**src/rtl/dac_seq_pkg.sv**
```systemverilog
package dac_seq_pkg;
  localparam int FRAME_W = 24;
  localparam int ADDR_W  = 7;
  localparam int DATA_W  = 16;
  localparam int NCH     = 8;
  localparam int CH_W    = $clog2(NCH);
  localparam int STEPS   = 5;

  localparam logic [ADDR_W-1:0] ADDR_GAIN  = 7'h04;
  localparam logic [ADDR_W-1:0] ADDR_GROUP = 7'h02;
  localparam logic [ADDR_W-1:0] ADDR_BCAST = 7'h06;
  localparam logic [ADDR_W-1:0] ADDR_CH0   = 7'h08;

  typedef enum logic [2:0] {
    TX_IDLE, TX_SETUP, TX_HIGH, TX_LOW, TX_HOLD, TX_GAP
  } tx_state_e;

  typedef enum logic [1:0] {
    JOB_IDLE, JOB_LOAD, JOB_WAIT
  } job_state_e;

  function automatic logic [FRAME_W-1:0] pack_write(input logic [ADDR_W-1:0] addr,
                                                    input logic [DATA_W-1:0] data);
    return {1'b0, addr, data};
  endfunction
endpackage

```
**src/rtl/dac_seq_spi_tx.sv**
```systemverilog
module dac_seq_spi_tx
  import dac_seq_pkg::*;
#(
  parameter int DIV = 10,
  parameter int CSU = 5,
  parameter int CHD = 5,
  parameter int GAP = 10
) (
  input  logic               clk,
  input  logic               rst_n,
  input  logic               go,
  input  logic [FRAME_W-1:0] frame,
  output logic               idle,
  output logic               cs_rise,
  output logic               fend,
  output logic               sclk,
  output logic               sdi,
  output logic               cs_n
);
  localparam int HALF  = DIV / 2;
  localparam int CNT_W = $clog2(DIV + CSU + CHD + GAP + 1);
  localparam int BIT_W = $clog2(FRAME_W);

  tx_state_e          st;
  logic [CNT_W-1:0]   cnt;
  logic [BIT_W-1:0]   bitn;
  logic [FRAME_W-1:0] shreg;

  assign idle = (st == TX_IDLE);
  assign sdi  = shreg[FRAME_W-1];

  always_ff @(posedge clk or negedge rst_n) begin
    if (!rst_n) begin
      st      <= TX_IDLE;
      cnt     <= '0;
      bitn    <= '0;
      shreg   <= '0;
      sclk    <= 1'b0;
      cs_n    <= 1'b1;
      cs_rise <= 1'b0;
      fend    <= 1'b0;
    end else begin
      cs_rise <= 1'b0;
      fend    <= 1'b0;
      unique case (st)
        TX_IDLE: if (go) begin
          shreg <= frame;
          cs_n  <= 1'b0;
          cnt   <= CNT_W'(CSU - 1);
          bitn  <= BIT_W'(FRAME_W - 1);
          st    <= TX_SETUP;
        end
        TX_SETUP: if (cnt == '0) begin
          sclk <= 1'b1;
          cnt  <= CNT_W'(HALF - 1);
          st   <= TX_HIGH;
        end else cnt <= cnt - 1'b1;
        TX_HIGH: if (cnt == '0) begin
          sclk <= 1'b0;
          if (bitn == '0) begin
            cnt <= CNT_W'(CHD - 1);
            st  <= TX_HOLD;
          end else begin
            cnt <= CNT_W'(HALF - 1);
            st  <= TX_LOW;
          end
        end else cnt <= cnt - 1'b1;
        TX_LOW: if (cnt == '0) begin
          sclk  <= 1'b1;
          shreg <= {shreg[FRAME_W-2:0], 1'b0};
          bitn  <= bitn - 1'b1;
          cnt   <= CNT_W'(HALF - 1);
          st    <= TX_HIGH;
        end else cnt <= cnt - 1'b1;
        TX_HOLD: if (cnt == '0) begin
          cs_n    <= 1'b1;
          cs_rise <= 1'b1;
          shreg   <= '0;
          cnt     <= CNT_W'(GAP - 1);
          st      <= TX_GAP;
        end else cnt <= cnt - 1'b1;
        TX_GAP: if (cnt == '0) begin
          st   <= TX_IDLE;
          fend <= 1'b1;
        end else cnt <= cnt - 1'b1;
        default: st <= TX_IDLE;
      endcase
    end
  end


  sclk_idle_low_chk: assert property (@(posedge clk) disable iff (!rst_n)
    cs_n |-> !sclk);


  sdi_steady_high_chk: assert property (@(posedge clk) disable iff (!rst_n)
    (sclk && $past(sclk)) |-> $stable(sdi));


  cs_rise_clk_low_chk: assert property (@(posedge clk) disable iff (!rst_n)
    $rose(cs_n) |-> (!sclk && !$past(sclk)));
endmodule

```
**src/rtl/dac_seq_ctrl.sv**
```systemverilog
module dac_seq_ctrl
  import dac_seq_pkg::*;
(
  input  logic               clk,
  input  logic               rst_n,
  input  logic               start,
  input  logic [DATA_W-1:0]  code_a,
  input  logic [DATA_W-1:0]  code_b,
  input  logic               gain_x2,
  input  logic               ref_div,
  input  logic               wr_valid,
  output logic               wr_ready,
  input  logic [CH_W-1:0]    wr_chan,
  input  logic [DATA_W-1:0]  wr_code,
  input  logic               tx_idle,
  input  logic               tx_cs_rise,
  input  logic               tx_fend,
  output logic               tx_go,
  output logic [FRAME_W-1:0] tx_frame,
  output logic               busy,
  output logic               done
);
  localparam int STEP_W = $clog2(STEPS);

  job_state_e         st;
  logic [STEP_W-1:0]  step;
  logic               is_seq;
  logic [DATA_W-1:0]  a_q, b_q;
  logic               gx2_q, div_q;
  logic [FRAME_W-1:0] single_q;
  logic [FRAME_W-1:0] seq_frame;
  logic [NCH-1:0]     even_mask, odd_mask;
  logic               last;
  logic               take_start;

  for (genvar g = 0; g < NCH; g++) begin : g_mask
    assign even_mask[g] = ((g % 2) == 0);
    assign odd_mask[g]  = ((g % 2) == 1);
  end

  assign take_start = (st == JOB_IDLE) && start;
  assign wr_ready   = (st == JOB_IDLE) && !start;
  assign busy       = (st != JOB_IDLE);
  assign tx_go      = (st == JOB_LOAD);
  assign last       = !is_seq || (step == STEP_W'(STEPS - 1));

  always_comb begin
    unique case (step)
      3'd0:    seq_frame = pack_write(ADDR_GAIN, {7'b0, div_q, {8{gx2_q}}});
      3'd1:    seq_frame = pack_write(ADDR_GROUP, {even_mask, 8'hFF});
      3'd2:    seq_frame = pack_write(ADDR_BCAST, a_q);
      3'd3:    seq_frame = pack_write(ADDR_GROUP, {odd_mask, 8'hFF});
      default: seq_frame = pack_write(ADDR_BCAST, b_q);
    endcase
  end

  assign tx_frame = is_seq ? seq_frame : single_q;

  always_ff @(posedge clk or negedge rst_n) begin
    if (!rst_n) begin
      st       <= JOB_IDLE;
      step     <= '0;
      is_seq   <= 1'b0;
      a_q      <= '0;
      b_q      <= '0;
      gx2_q    <= 1'b0;
      div_q    <= 1'b0;
      single_q <= '0;
      done     <= 1'b0;
    end else begin
      done <= (st == JOB_WAIT) && tx_cs_rise && last;
      unique case (st)
        JOB_IDLE: begin
          if (take_start) begin
            a_q    <= code_a;
            b_q    <= code_b;
            gx2_q  <= gain_x2;
            div_q  <= ref_div;
            is_seq <= 1'b1;
            step   <= '0;
            st     <= JOB_LOAD;
          end else if (wr_valid && wr_ready) begin
            single_q <= pack_write(ADDR_CH0 + ADDR_W'(wr_chan), wr_code);
            is_seq   <= 1'b0;
            step     <= '0;
            st       <= JOB_LOAD;
          end
        end
        JOB_LOAD: st <= JOB_WAIT;
        JOB_WAIT: if (tx_fend) begin
          if (last) st <= JOB_IDLE;
          else begin
            step <= step + 1'b1;
            st   <= JOB_LOAD;
          end
        end
        default: st <= JOB_IDLE;
      endcase
    end
  end


  go_only_idle_chk: assert property (@(posedge clk) disable iff (!rst_n)
    tx_go |-> tx_idle);


  done_one_cycle_chk: assert property (@(posedge clk) disable iff (!rst_n)
    done |=> !done);


  done_inside_job_chk: assert property (@(posedge clk) disable iff (!rst_n)
    done |-> busy);


  step_in_range_chk: assert property (@(posedge clk) disable iff (!rst_n)
    is_seq |-> (step <= STEP_W'(STEPS - 1)));
endmodule

```
**src/rtl/dac_spi_seq.sv**
```systemverilog
module dac_spi_seq
  import dac_seq_pkg::*;
#(
  parameter int DIV = 10,
  parameter int CSU = DIV / 2,
  parameter int CHD = DIV / 2,
  parameter int GAP = DIV
) (
  input  logic        clk,
  input  logic        rst_n,
  input  logic        start,
  input  logic [15:0] code_a,
  input  logic [15:0] code_b,
  input  logic        gain_x2,
  input  logic        ref_div,
  input  logic        wr_valid,
  output logic        wr_ready,
  input  logic [2:0]  wr_chan,
  input  logic [15:0] wr_code,
  output logic        sclk,
  output logic        sdi,
  output logic        cs_n,
  output logic        busy,
  output logic        done
);
  logic               tx_go, tx_idle, tx_cs_rise, tx_fend;
  logic [FRAME_W-1:0] tx_frame;

  dac_seq_ctrl u_ctrl (
    .clk(clk), .rst_n(rst_n), .start(start),
    .code_a(code_a), .code_b(code_b),
    .gain_x2(gain_x2), .ref_div(ref_div),
    .wr_valid(wr_valid), .wr_ready(wr_ready),
    .wr_chan(wr_chan), .wr_code(wr_code),
    .tx_idle(tx_idle), .tx_cs_rise(tx_cs_rise), .tx_fend(tx_fend),
    .tx_go(tx_go), .tx_frame(tx_frame),
    .busy(busy), .done(done)
  );

  dac_seq_spi_tx #(.DIV(DIV), .CSU(CSU), .CHD(CHD), .GAP(GAP)) u_tx (
    .clk(clk), .rst_n(rst_n), .go(tx_go), .frame(tx_frame),
    .idle(tx_idle), .cs_rise(tx_cs_rise), .fend(tx_fend),
    .sclk(sclk), .sdi(sdi), .cs_n(cs_n)
  );
endmodule

```
**config.mk**
```make
export PLATFORM = sky130hd
export DESIGN_NAME = dac_spi_seq
export DESIGN_NICKNAME = d
export VERILOG_FILES = /design/src/rtl/dac_seq_pkg.sv /design/src/rtl/dac_seq_spi_tx.sv /design/src/rtl/dac_seq_ctrl.sv /design/src/rtl/dac_spi_seq.sv
export SDC_FILE = /design/constraint.sdc
export NUM_CORES = 1
export LEC_CHECK = 0
export ABC_AREA = 1
export BUFFER_PORTS_ARGS = -buffer_cell sky130_fd_sc_hd__buf_2
export CAP_MARGIN = 20
export CORE_UTILIZATION = 35
export CTS_CLUSTER_SIZE = 28
export DETAILED_ROUTE_END_ITERATION = 16
export PLACE_DENSITY = 0.53
export SLEW_MARGIN = 20
export SYNTH_ARGS = -nofsm -noshare
export SYNTH_HDL_FRONTEND = slang
export SYNTH_SLANG_ARGS = --single-unit
```
**constraint.sdc**
```tcl
create_clock -name clk -period 1.6 [get_ports clk]
set_input_delay 0.08 -clock clk [delete_from_list [all_inputs] [get_ports clk]]
set_output_delay 0.08 -clock clk [all_outputs]
set_load 0.01 [all_outputs]
```
* Word level (Yosys, flattened, before mapping)
Index checks and enable logic that the tools add are counted.
** Storage, ports and cells
- Register bits after elaboration :: 105
- Latch bits :: 0
- RAM bits :: 0
- ROM bits :: 0
- Bits of input ports :: 57
- Output and inout port bits :: 6
- Memories kept :: 0
** Cells by class
- $add $sub $neg :: 4
- $mul :: 0
- Div/mod/pow operators :: 0
- Magnitude comparators :: 0
- Equality and inequality tests :: 21
- Shift-type cells :: 0
- Mux-type cells :: 41
- Bitwise gates (word level) :: 1
- Reductions and logical operators :: 34
** Operators by type and width (count)
- one-hot mux 19 bit (4 select lines) :: 1
- 2-to-1 mux 24 bit :: 3
- one-hot mux 24 bit (3 select lines) :: 1
- 2-to-1 mux 3 bit :: 10
- 2-to-1 mux 5 bit :: 6
- 2-to-1 mux 23 bit :: 1
- one-hot mux 5 bit (4 select lines) :: 1
- one-hot mux 3 bit (5 select lines) :: 1
- AND reduction 3 bit :: 5
- equality test 3 x 2 -> 1 bit (second input constant) :: 4
- != test 2 x 1 -> 1 bit (second input constant) :: 6
- nonzero test 2 bit :: 6
- zero test 5 bit :: 2
- one-hot mux 5 bit (2 select lines) :: 1
- subtractor 5 x 1 -> 5 bit (second input constant) :: 2
- equality test 3 bit (second input constant) :: 3
- 2-to-1 mux 1 bit :: 9
- AND reduction 4 bit :: 2
- equality test 3 x 1 -> 1 bit (second input constant) :: 2
- zero test 3 bit :: 2
- 2-to-1 mux 2 bit :: 3
- != test 2 bit (second input constant) :: 3
- one-hot mux 2 bit (3 select lines) :: 1
- one-hot mux 3 bit (2 select lines) :: 1
- 17 further kinds :: 25

* Depth between registers and ports, before layout
- Depth in word-level cells :: 6
- Gate-level depth with buffers :: 12
- Depth with buffers taken out :: 11

* By module
Synthesis repeated with hierarchy kept, for this count alone.
** Second synthesis, totals
- Cells, all modules :: 756
- Area total of the unflattened synthesis :: 5425.2 µm²
** By module, submodules not included
- dac_seq_ctrl :: instances 1, cells an instance 444, area an instance 3193.1 µm², sequential area each 1526.5 µm²
- dac_seq_spi_tx :: instances 1, cells an instance 312, area an instance 2232.1 µm², sequential area each 1027.2 µm²

* Least setup slack after synthesis
OpenSTA, ideal clock, no wires.
- Path kind :: reg2reg
- Start :: register u_tx.cnt[0]
- End :: register u_tx.shreg[11]
- Setup time :: 0.129 ns
- Data arrival time :: 1.483 ns
- Data required time :: 1.471 ns
- Setup slack :: -0.012 ns
- Stages on the path, launching flop included :: 13
- Path buffers :: 1
- Cells stage by stage :: dfrtp_1 > inv_1 > ha_1 > inv_1 > nor2_1 > nand2_2 > nand2_1 > nand2_1 > nor2_4 > inv_4 > buf_6 > nand2_1 > nand3_1
** Between the ends
- Word-level cells in the longest chain between the ends :: 3
- Elaborated cells between the ends (all ways) :: 4
- Those cells by class :: 2 x eq/ne; 2 x reduce/logical
** RTL lines
- from (decl) :: line dac_seq_spi_tx.sv:25 : logic [CNT_W-1:0] cnt;
- from (signal assigned) :: line dac_seq_spi_tx.sv:49 : cnt <= CNT_W'(CSU - 1);
- from (signal assigned) :: line dac_seq_spi_tx.sv:55 : cnt <= CNT_W'(HALF - 1);
- from (signal assigned) :: line dac_seq_spi_tx.sv:57 : end else cnt <= cnt - 1'b1;
- zero test 5 bit * :: line dac_seq_spi_tx.sv:68, dac_seq_spi_tx.sv:75
- != test 2 x 1 -> 1 bit (no line)
- AND reduction 4 bit (no line) *
- to (signal assigned) :: line dac_seq_spi_tx.sv:47 : shreg <= frame;
- to (signal assigned) :: line dac_seq_spi_tx.sv:70 : shreg <= {shreg[FRAME_W-2:0], 1'b0};
- to (decl) :: line dac_seq_spi_tx.sv:27 : logic [FRAME_W-1:0] shreg;
Every way passes the cells marked *; elsewhere a longest branch is shown, timed or not.
A chain may end at the register's enable or synchronous reset.

* Final worst setup path
- Start :: register u_ctrl.step[0]
- End :: register u_tx.shreg[2]
** Between the ends
- Word-level cells in the longest chain between the ends :: 5
- Elaborated cells between the ends (all ways) :: 8
- Those cells by class :: 3 x eq/ne; 4 x mux; 1 x reduce/logical
** RTL lines
- from (decl) :: line dac_seq_ctrl.sv:26 : logic [STEP_W-1:0] step;
- from (signal assigned) :: line dac_seq_ctrl.sv:93 : step <= step + 1'b1;
- equality test 3 x 2 -> 1 bit (tied with other cells) :: line dac_seq_ctrl.sv:48 : unique case (step)
- one-hot mux 19 bit (4 select lines) * :: line dac_seq_ctrl.sv:48
- 2-to-1 mux 23 bit * :: line dac_seq_ctrl.sv:57 : assign tx_frame = is_seq ? seq_frame : single_q;
- 2-to-1 mux 24 bit * :: line dac_seq_spi_tx.sv:46 : TX_IDLE: if (go) begin
- one-hot mux 24 bit (3 select lines) * :: line dac_seq_spi_tx.sv:45 : unique case (st)
Every way passes the cells marked *; elsewhere a longest branch is shown, timed or not. The select of a mux whose other input is x is not followed.

==> flow_summary.json <==
{
  "run_status": "finished with violations",
  "violations_in_the_final_reports": "negative setup slack",
  "die_outline_area_sq_um": 14700,
  "synth.net_count": 708,
  "detail_route.wl_per_cell_um": 13.6,
  "ff2ff_setup_slack_ns": -0.01,
  "layout.filler_cells": 1339,
  "ant_nets": 0,
  "worstSetupEndpoint": "u_tx.shreg[2]",
  "synth.yosys.seq_area_share": 0.513,
  "route.detailed.vias_per_inst": 4.74,
  "cts_bufs_inserted": 9,
  "reg2regPathDepth": 9,
  "worst_path_largest_cell_delay_ns": 0.43,
  "post_synthesis_sequential_element_count": 102,
  "layout.cells.most_common": "sky130_fd_sc_hd__nand2_1",
  "prevailing_post_synth_register_cell": "sky130_fd_sc_hd__dfrtp_1",
  "crit_path_top_delay_cell": "sky130_fd_sc_hd__dfrtp_1",
  "asyncSetResetFlopFracSynth": 1.00,
  "finish.utilization": 0.496,
  "dpl-instance-area_sq_um": 5720,
  "slew-limit-headroom": 0.746,
  "yosys.area.top_type_share": 0.508,
  "die-width_um": 121,
  "initial_standard_cell_utilization_of_the_core": 0.359,
  "multiInputGateArea_sq_um": 2270,
  "post-route-cell-area_sq_um": 6890,
  "cts_max_level": 3,
  "timing.critical_path.depth": 9,
  "clockRootBuffer": "sky130_fd_sc_hd__clkbuf_16",
  "hold_viol": 0,
  "worst-slew-pin-transition_ns": 0.381,
  "remaining_drc_errors": 0,
  "cp_cell_instances": "buf_4 > ha_4 > o21ai_4 > buf_6 > buf_4 > nand3_1 > nand3_1 > nand2_1 > a21oi_1",
  "track_usage": 0.193,
  "grt_overflow_total": 0,
  "min-delay-path-class": "input port to async pin",
  "detail_route.first_pass.iterations": 4,
  "rsz0062_at_grt": "yes",
  "antenna_cells": 0,
  "worst_ep_required_time_ns": 1.88,
  "setup.worst_path.start_class": "flop",
  "critPathLaunch": "u_ctrl.step[0]",
  "p_per_area_nw_per_um2": 1710,
  "critical_path.endpoint_type": "flop",
  "final.period_utilization": 1.01,
  "power.leakage_uw": 0.00351,
  "grt_antenna_before_repair": 0,
  "place_hpwl_um": 9010,
  "post_route_cells_drive_above_1_share": 0.231,
  "boundaryPins": 63,
  "r2r-end": "u_tx.shreg[2]",
  "grt_pass1_vias": 4653,
  "synth.area.top_cells": "sky130_fd_sc_hd__dfrtp_1 51%, sky130_fd_sc_hd__nand2_1 18%, sky130_fd_sc_hd__nand3_1 6.6%, sky130_fd_sc_hd__o21ai_0 4.1%, sky130_fd_sc_hd__inv_1 4.1%",
  "setup_violators_final": 1,
  "timing.critical_path.fanout_max": 6,
  "critPathTopFamily": "flip-flops",
  "core_region_area_sq_um": 13900,
  "clk_latency_ns": 0.36,
  "timing.rr.start": "u_ctrl.step[0]",
  "slew_viol_final": 0,
  "cts.path.max_buffers": 2,
  "final.setup.worst_slack_ns": -0.00995,
  "number_of_drc_markers_after_the_initial_detailed_route_iteration": 254,
  "netlist_area_sq_um": 4980,
  "layout.cells.most_common_list": "224 x sky130_fd_sc_hd__nand2_1, 100 x sky130_fd_sc_hd__dfrtp_1, 62 x sky130_fd_sc_hd__buf_2, 54 x sky130_fd_sc_hd__dlygate4sd3_1, 52 x sky130_fd_sc_hd__nand3_1",
  "grt_start_max_net_pins": 45,
  "finalClockSkew_ns": 0.00878,
  "syn2layout_area_growth_pct": 38.3,
  "synthCells": 643,
  "chipHeight_um": 121,
  "max_cap_viol_count": 0,
  "netlist-cell-type-count": 33,
  "place_congestion": 0.848,
  "syn_avg_cell_area_sq_um": 7.74,
  "grt_first_pass_wirelength_um": 22000,
  "min_period_ns": 1.61,
  "yosys_warnings": 0,
  "drt_wl_total_um": 13200,
  "crit_path_arrival_time_ns": 1.89,
  "cts_num_sinks": 102,
  "finalNetCount": 852,
  "worstPathBufferInverterCount": 3,
  "cts_tree": "yes",
  "dominant_cell_type_by_area_after_synthesis": "sky130_fd_sc_hd__dfrtp_1",
  "num_vias": 4609,
  "worstSetupPathType": "flop to flop",
  "clock_transition_at_the_registers_of_the_reported_paths_ns": 0.07,
  "irDropWorstVdd_mv": 0.955,
  "sequential_cell_area_in_the_final_layout_sq_um": 2550,
  "io_buffers": 62,
  "number_of_cell_rows": 43,
  "synth_edf_count": 0,
  "fmaxAchievable_mhz": 621
}
[kinds of logic (layout without fill, tap and decap cells)]
kind of cell / Yosys count / in the layout / synth area share
DFF: 102 / 102 / 0.513
and+or+nand+nor: 361 / 361 / 0.300
adders and majority gates: 8 / 8 / 0.0201
AOI/OAI and AO/OA: 84 / 84 / 0.0880
buffers and inverters: 85 / 234 / 0.0741
xor gates and xnor gates: 3 / 3 / 0.00528
[worst reg2reg max path: cells and delay by family, from the launching register on]
family	cells	cell delay, ns
and+or+nand+nor	3	0.23
DFF	1	0.43
buffers and inverters	3	0.43
adders and majority gates	1	0.17
AOI/OAI and AO/OA	2	0.29
[what timing repair did]
action                     4_1_cts  5_1_grt
gates cloned                     0        3
buffers inserted                 1        4
pin swaps                        2       12
hold buffers                    54        0
hold endpoints to repair       154        0
setup endpoints to repair       24       47
gates resized for setup          6       64
[through the flow]
| step | total power [uW] | worst slack [ns] | cells | hold WS, ns | setup TNS (ns) |
|---|---|---|---|---|---|
| 2_1_floorplan | 7320 | 0.00883 | 643 | -0.216 | 0 |
| 3_3_place_gp | 8660 | 0.00537 | 894 | -0.0492 | 0 |
| 3_5_place_dp | 8780 | -0.0870 | 894 | -0.0447 | -0.540 |
| 4_1_cts | 11300 | -0.0248 | 965 | 0.109 | -0.0836 |
| 5_1_grt | 12800 | -0.0972 | 972 | 0.137 | -1.32 |
| 6_report | 11800 | -0.00995 | 972 | 0.125 | -0.00995 |
[report_power, final]
group | internal [uW] | total (uW) | switching, uW
Clock | 1230 | 2240 | 1010
Sequential | 3600 | 4230 | 633
Combinational | 2180 | 5310 | 3130
[flip-flops by register name, summed over array words and instances (netlist names), 2 cells and up]
name / cells
u_ctrl.a_q: 16
u_ctrl.b_q: 16
u_ctrl.single_q: 20
u_ctrl.st: 2
u_ctrl.step: 3
u_tx.bitn: 5
u_tx.cnt: 5
u_tx.shreg: 24
u_tx.st: 3
[cell usage after synthesis, types with 7 or more instances]
cell type                  number
sky130_fd_sc_hd__ha_1           8
sky130_fd_sc_hd__nand3_1       66
sky130_fd_sc_hd__nor2_1        45
sky130_fd_sc_hd__inv_1         54
sky130_fd_sc_hd__nand2_1      233
sky130_fd_sc_hd__buf_2         14
sky130_fd_sc_hd__a21oi_1       19
sky130_fd_sc_hd__clkbuf_1       7
sky130_fd_sc_hd__dfrtp_1      101
sky130_fd_sc_hd__o21ai_1       15
sky130_fd_sc_hd__o21ai_0       41
[area by class of cell]
cell class	count	area share
Clock buffer	10	0.0333
Clock inverter	6	0.00999
Inverter	60	0.0349
Timing Repair Buffer	158	0.189
Tap cell	180	0.0327
Multi-Input combinational cell	456	0.329
Sequential cell	102	0.371
[how the worst min path moves through the flow]
| stage | startpoint | to | slack (ns) | depth (start not counted) |
|---|---|---|---|---|
| 3_5_place_dp | rst_n | u_tx.shreg[23] | -0.04 | 1 |
| 4_1_cts | wr_valid | u_ctrl.single_q[14] | 0.11 | 5 |
| 2_1_floorplan | rst_n | u_ctrl.a_q[0] | -0.22 | 0 |
| 3_3_place_gp | rst_n | u_ctrl.single_q[0] | -0.05 | 1 |
| 6_report | rst_n | u_ctrl.single_q[2] | 0.13 | 2 |
| 5_1_grt | wr_valid | u_ctrl.single_q[18] | 0.14 | 5 |
[layer usage]
metal | vias to the layer above | GRT usage | part of all wire
met5 | - | 0 | 0
met4 | 0 | 0.0795 | 0.015
met3 | 17 | 0.0268 | 0.036
met2 | 104 | 0.323 | 0.48
met1 | 2157 | 0.250 | 0.47
li1 | 2331 | - | -
(Power assumes the default switching activity.)
